[src/rtl/therm_pkg.sv]
// Shared definitions for the thermal alarm event detector.
// Assumes the register select is a single bit and the data bus is at least 3 bits wide.
package therm_pkg;

    // Register select values on the write port
    typedef enum logic {
        SEL_CTRL  = 1'b0,
        SEL_CLEAR = 1'b1
    } therm_sel_e;

    // Bit positions of the control fields and of the status-clear bit
    localparam int unsigned CTL_EN_POS    = 0;
    localparam int unsigned CTL_POL_POS   = 1;
    localparam int unsigned CTL_ROUTE_POS = 2;
    localparam int unsigned CLR_POS       = 0;

    // Control state held by the register block
    typedef struct packed {
        logic route_acpi;
        logic pol_rise;
        logic irq_en;
    } therm_ctrl_t;

endpackage

[src/rtl/therm_sync.sv]
// Synchronizes the asynchronous alarm line and keeps one extra delayed sample
// so that a later stage can detect a change between two consecutive samples.
// Assumes the alarm idles high (inactive), so every stage resets to 1.
module therm_sync #(
    parameter int unsigned STAGES = 2
) (
    input  logic clk,
    input  logic rst_n,
    input  logic alarm_n,
    output logic lvl_now,
    output logic lvl_prev
);
    localparam int unsigned LAST = STAGES - 1;

    logic [STAGES-1:0] chain;
    logic              prev_q;

    // Shift the alarm through the synchronizer and keep the previous synchronized value
    always_ff @(posedge clk) begin
        if (!rst_n) begin
            chain  <= '1;
            prev_q <= 1'b1;
        end else begin
            chain  <= {chain[STAGES-2:0], alarm_n};
            prev_q <= chain[LAST];
        end
    end

    assign lvl_now  = chain[LAST];
    assign lvl_prev = prev_q;


    sync_depth_chk: assert property (@(posedge clk) disable iff (!rst_n)
        1'b1 |=> lvl_prev == $past(lvl_now));
endmodule

[src/rtl/therm_regs.sv]
// Holds the control fields and the sticky status flag. It selects the active
// edge of the synchronized alarm from the polarity field and handles
// write-one-to-clear, with a set winning over a clear on the same edge.
// Assumes lvl_now/lvl_prev come from a synchronizer and are glitch free.
module therm_regs
    import therm_pkg::*;
#(
    parameter int unsigned DATA_W = 8
) (
    input  logic              clk,
    input  logic              rst_n,
    input  logic              lvl_now,
    input  logic              lvl_prev,
    input  logic              wr_en,
    input  therm_sel_e        wr_sel,
    input  logic [DATA_W-1:0] wr_data,
    output therm_ctrl_t       ctrl,
    output logic              status
);
    logic fell, rose, evt, clr, ctrl_we;
    therm_ctrl_t ctrl_q;
    logic status_q;

    // Pick the qualifying transition from the polarity field
    always_comb begin
        fell = lvl_prev & ~lvl_now;
        rose = ~lvl_prev & lvl_now;
        evt  = ctrl_q.pol_rise ? rose : fell;
    end

    // Decode the write port into a control load and a status clear
    always_comb begin
        ctrl_we = wr_en && (wr_sel == SEL_CTRL);
        clr     = wr_en && (wr_sel == SEL_CLEAR) && wr_data[CLR_POS];
    end

    // Load the control fields on a control write
    always_ff @(posedge clk) begin
        if (!rst_n) begin
            ctrl_q <= '0;
        end else if (ctrl_we) begin
            ctrl_q.irq_en     <= wr_data[CTL_EN_POS];
            ctrl_q.pol_rise   <= wr_data[CTL_POL_POS];
            ctrl_q.route_acpi <= wr_data[CTL_ROUTE_POS];
        end
    end

    // Sticky status: an event sets it, write-one clears it, the set wins
    always_ff @(posedge clk) begin
        if (!rst_n) begin
            status_q <= 1'b0;
        end else if (evt) begin
            status_q <= 1'b1;
        end else if (clr) begin
            status_q <= 1'b0;
        end
    end

    assign ctrl   = ctrl_q;
    assign status = status_q;




    evt_sets_chk: assert property (@(posedge clk) disable iff (!rst_n)
        evt |=> status);


    clear_works_chk: assert property (@(posedge clk) disable iff (!rst_n)
        clr && !evt |=> !status);


    sticky_hold_chk: assert property (@(posedge clk) disable iff (!rst_n)
        status && !clr |=> status);


    no_spurious_chk: assert property (@(posedge clk) disable iff (!rst_n)
        !status && (lvl_now == lvl_prev) |=> !status);
endmodule

[src/rtl/therm_irq_route.sv]
// Forms the interrupt level from the status flag and the enable, and steers it
// to one of two interrupt outputs. Purely combinational.
// Assumes the controls and the status come from registers.
module therm_irq_route
    import therm_pkg::*;
(
    input  therm_ctrl_t ctrl,
    input  logic        status,
    output logic        smi,
    output logic        sci
);
    logic irq_lvl;

    // Gate the status with the enable, then steer by the routing field
    always_comb begin
        irq_lvl = status & ctrl.irq_en;
        sci     = irq_lvl & ctrl.route_acpi;
        smi     = irq_lvl & ~ctrl.route_acpi;
    end
endmodule

[src/rtl/thermal_alert_unit.sv]
// Top of the thermal alarm event detector: synchronizer, register block with
// edge selection, and interrupt routing.
// Assumes alarm_n is asynchronous and idles high, and the reset is synchronous.
module thermal_alert_unit
    import therm_pkg::*;
#(
    parameter int unsigned DATA_W      = 8,
    parameter int unsigned SYNC_STAGES = 2
) (
    input  logic              clk,
    input  logic              rst_n,
    input  logic              alarm_n,
    input  logic              wr_en,
    input  logic              wr_addr,
    input  logic [DATA_W-1:0] wr_data,
    output logic              evt_status,
    output logic              smi_o,
    output logic              sci_o
);
    logic        lvl_now, lvl_prev;
    therm_ctrl_t ctrl;
    therm_sel_e  sel;

    assign sel = therm_sel_e'(wr_addr);

    therm_sync #(.STAGES(SYNC_STAGES)) u_sync (
        .clk      (clk),
        .rst_n    (rst_n),
        .alarm_n  (alarm_n),
        .lvl_now  (lvl_now),
        .lvl_prev (lvl_prev)
    );

    therm_regs #(.DATA_W(DATA_W)) u_regs (
        .clk      (clk),
        .rst_n    (rst_n),
        .lvl_now  (lvl_now),
        .lvl_prev (lvl_prev),
        .wr_en    (wr_en),
        .wr_sel   (sel),
        .wr_data  (wr_data),
        .ctrl     (ctrl),
        .status   (evt_status)
    );

    therm_irq_route u_route (
        .ctrl   (ctrl),
        .status (evt_status),
        .smi    (smi_o),
        .sci    (sci_o)
    );


    one_target_chk: assert property (@(posedge clk) disable iff (!rst_n)
        $onehot0({smi_o, sci_o}));


    irq_needs_status_chk: assert property (@(posedge clk) disable iff (!rst_n)
        (smi_o || sci_o) |-> evt_status);


    reset_clear_chk: assert property (@(posedge clk)
        !rst_n |=> !evt_status && !smi_o && !sci_o);
endmodule

[config.mk]
export PLATFORM = sky130hd
export DESIGN_NAME = thermal_alert_unit
export DESIGN_NICKNAME = d
export VERILOG_FILES = /design/src/rtl/therm_pkg.sv /design/src/rtl/therm_sync.sv /design/src/rtl/therm_regs.sv /design/src/rtl/therm_irq_route.sv /design/src/rtl/thermal_alert_unit.sv
export SDC_FILE = /design/constraint.sdc
export NUM_CORES = 1
export LEC_CHECK = 0
export ABC_AREA = 1
export CORE_AREA = 2 2 39 41
export DETAILED_ROUTE_END_ITERATION = 8
export DIE_AREA = 0 0 41 43
export MAX_ROUTING_LAYER = met4
export PLACE_DENSITY_LB_ADDON = 0.12
export SYNTH_ARGS = -nofsm -noshare
export SYNTH_HDL_FRONTEND = slang
export SYNTH_SLANG_ARGS = --single-unit
[constraint.sdc]
create_clock -name clk -period 0.9 [get_ports clk]
set_clock_uncertainty 0.1 [all_clocks]
set_input_delay 0.27 -clock clk [delete_from_list [all_inputs] [get_ports clk]]
set_output_delay 0.27 -clock clk [all_outputs]
set_load 0.05 [all_outputs]
# Word level (Yosys, flattened, before mapping)
# Index checks and enable logic that the tools add are counted.
[op_classes]
addsub = 0
order_cmp = 0
eq_ne = 0
div_mod_pow = 0
mul = 0
mux = 3
bitwise = 9
shifts = 0
reduce_logical = 4
[op_table]
columns = ["op", "count"]
rows = [
  ["1-bit AND", 5],
  ["1-bit inverter", 4],
  ["1-bit logical AND", 3],
  ["1-bit 2-to-1 mux", 3],
  ["2-bit nonzero test", 1],
]
[totals]
elab_cells = 22
output_inout_bits = 3
ramBits = 0
mem_count = 0
latchBits = 0
mem_bits_ro = 0
in_bits = 13
register_bits = 7

# Longest topological paths before layout
[depth]
ltp_word = 4
ltp_mapped = 5
ltp_nobuf = 5

# Cells and area by module
# Synthesis repeated with hierarchy kept, for this count alone.
[hier_totals]
cells_unflattened = 37
area_unflattened_um2 = 267.8
[by_module_without_submodules]
columns = ["mod", "seq_area_each_um2", "area_each_um2", "n_inst", "cells_per_inst"]
rows = [
  ["therm_regs", 80.1, 170.2, 1, 24],
  ["therm_sync", 60.1, 82.6, 1, 9],
  ["therm_irq_route", 0.0, 15.0, 1, 4],
]

# Least setup slack after synthesis
# No wires, ideal clock.
[synth_path]
kind = "register to output"
from = "register u_regs.status_q, in the netlist u_regs.status"
to = "output port sci_o"
n_path_buf = 0
t_arrival_ns = 1.422
path_slack_ns = -0.892
stages_incl_launch_ff = 3
cell_sequence = "dfxtp_1 nand2_1 nor2_1"
[synth_via]
elab_chain_len = 2
[synth_rtl]
columns = ["item", "line", "text"]
rows = [
  ["start, declared", "therm_regs.sv:22", "logic status_q;"],
  ["start signal, assigned", "therm_regs.sv:51", "status_q <= 1'b0;"],
  ["start signal, assigned", "therm_regs.sv:53", "status_q <= 1'b1;"],
  ["start signal, assigned", "therm_regs.sv:55", "status_q <= 1'b0;"],
  ["1-bit AND", "therm_irq_route.sv:16", "irq_lvl = status & ctrl.irq_en;"],
  ["1-bit AND", "therm_irq_route.sv:17", "sci = irq_lvl & ctrl.route_acpi;"],
  ["end, declared", "thermal_alert_unit.sv:18", "output logic sci_o"],
]
# No other way between the ends.

# Final worst setup path
[layout_path]
from = "register u_regs.ctrl_q (netlist bit u_regs.ctrl[2])"
to = "output port sci_o"
[layout_via]
elab_chain_len = 1
[layout_rtl]
columns = ["item", "line", "text"]
rows = [
  ["start, declared", "therm_regs.sv:21", "therm_ctrl_t ctrl_q;"],
  ["1-bit AND", "therm_irq_route.sv:17", ""],
]
# No other way between the ends.

==> metrics.txt <==
final non-filler cell total 70; number of core rows 14; Worst-path clk slew 50 ps; WHS Path Cells 1; share of cells above drive strength 1 40.7%; diode count 0; origin of the worst min-delay path u_sync.chain[0]; internal power 554 µW; Clock Latency Late Sink 250 ps; PwrDens 1430 nW/µm²; Routed Antenna Nets 0; Yosys top cell area share 51.1%; Die Footprint 1760 µm²; Worst Path Arrival 920 ps; effective utilization at floorplan 19.8%; Iteration-0 DRC Markers 2; crit path launch type register; post-synth top area cell dfxtp_1; status finished with violations; initial antenna violation count 0; # port buffers 10; crit path launch u_regs.ctrl[2]; fmax 776 MHz; num ports 16; Via density 3.99; syn avg cell area 7.41 µm²; # H-tree levels 1; DP Area 473 µm²; largest net degree at the start of global routing 5; max_slew headroom 86.8%; RSZ-0062 raised after global routing true; DP Cell Count 66; final setup vio count 3; NetSw 177 µW; Worst Tran Pin Value 196 ps; CTS tree built; GRT Residual Overflow 0; drt first pass iters 4; Crit Path Max Fanout 3; final instance area 509 µm²; Core ar. 1380 µm²; Worst R2R Start u_regs.status; area delta synth->final 85.8%; mapped cell area 274 µm²; post-layout util 36.8%; Hold Path Class register to register; Seq pwr share 46.9%; fin crit share 143%; max-slew violations 0; clock net sink count 7; Yosys reg bits 7; Chip Width 41 µm; LEAKAGE 0.000240 µW; root buffer cell clkbuf_4; syn nets 50; TritonCTS Buffers 3; Final Critical Period 1290 ps; WL final 675 µm; GPL Wtd Cong 0.684; Post-route DRC 0; logic gate share of total power 15.1%; Post-CTS Setup Bufs 0; Final WS setup -388 ps; synthesized instance count 37; dominant cells by area after synthesis dfxtp_1 51%, nor2_1 15%, inv_1 6.8%, or2_1 6.8%, o21ai_0 5.5%; first-pass GRT wire length 1300 µm; Max clock buf depth 2; post-synthesis sequential area ratio 51.1%; Switching Share 24.2%; vias in the first global route 310; maxcap violations 0; worst path required time 530 ps; Ys Warns 0; DIE HEIGHT 43 µm; Fin Hold WS 313 ps; fin nets 68; Cell variety after synth 9; All-Layer GR Usage 12.6%; setup TNS -1120 ps; DR WL/cell 9.64 µm; endpoints failing hold 0; clock share of power 38.1%; violated checks negative setup slack; R2R depth 5; Max IR drop VDD 0.711 mV; via count 279; element type at the critical path end output port; Setup CP Type register to output port
[worst paths after layout]
| check | to | slack [ps] |
|---|---|---|
| worst min register to register | u_sync.chain[1] | 310 |
| worst min-delay path | u_sync.chain[1] | 310 |
| worst max register to register | u_regs.status | 0 |
| worst max-delay path | sci_o | -390 |
[cell usage after synthesis]
library cell  number
nor2_1            11
dfxtp_1            7
inv_1              5
nand2_1            4
o21ai_0            3
or2_1              3
nand3_1            2
inv_2              1
nor2_4             1
[cell usage in the layout, fill, tap and decap left out, types with 2 or more instances in the layout]
master | synthesis | routed
dfxtp_1 | 7 | 4
clkbuf_4 | 0 | 3
buf_4 | 0 | 3
nor2_4 | 1 | 3
dlygate4sd2_1 | 0 | 4
nand2_1 | 4 | 2
clkdlybuf4s50_1 | 0 | 3
or2_1 | 3 | 3
inv_1 | 5 | 3
buf_12 | 0 | 3
nor2_1 | 11 | 7
nand3_1 | 2 | 2
nor2_2 | 0 | 2
dfxtp_4 | 0 | 2
inv_2 | 1 | 2
o21ai_0 | 3 | 2
[registers in the layout, indices dropped and copies added (netlist names)]
| name | count |
|---|---|
| u_regs.ctrl | 3 |
| u_regs.status | 1 |
| u_sync.chain | 2 |
| u_sync.lvl_prev | 1 |
[per-layer routing]
| metal | routed length (µm) | GRT usage, % | up-vias |
|---|---|---|---|
| li1 | - | - | 143 |
| met1 | 253 | 12.6 | 120 |
| met2 | 314 | 16.6 | 11 |
| met3 | 72 | 7.85 | 5 |
| met4 | 35 | 10.0 | 0 |
| met5 | 0 | - | - |
[power by group through the flow]
stage / Clock (µW) / Combinational (µW) / Sequential (µW)
floorplan: 0 / 36.1 / 353
global placement: 0 / 108 / 346
detailed placement: 0 / 111 / 347
CTS: 299 / 106 / 341
global route: 333 / 122 / 345
finish: 278 / 110 / 342
[cell families after synthesis]
family / after synthesis / synth area share, %
buffers and inverters: 6 / 8.22
and+or+nand+nor: 21 / 35.2
DFF: 7 / 51.1
AOI/OAI and AO/OA: 3 / 5.48
[worst max-delay path, stage by stage (launching register included)]
cell and delay, ps:
dfxtp_4 370, inv_4 40, nor2_4 110, buf_12 140
[timing repair]
| item | 4_1_cts | 5_1_grt |
|---|---|---|
| pin swaps | 2 | 1 |
| setup endpoints to repair | 10 | 6 |
| gates resized for setup | 9 | 5 |
| cloned | 0 | 0 |
| hold buffers | 0 | 0 |
[area by class of cell]
class,instances,area [µm²]
clock buffer,4,26.3
fill,140,875
inverter,6,25.0
multi-input combinational,24,141
sequential,7,149
tap,16,20.0
timing repair buffer,13,148
[per-stage QoR]
step | power (µW) | worst slack (ps)
after global placement | 454 | -421
after CTS | 747 | -405
final | 730 | -388
after detailed placement | 458 | -436
after floorplan | 389 | -282
after global routing | 801 | -448
No activity file was read; power rests on OpenSTA's default activity.
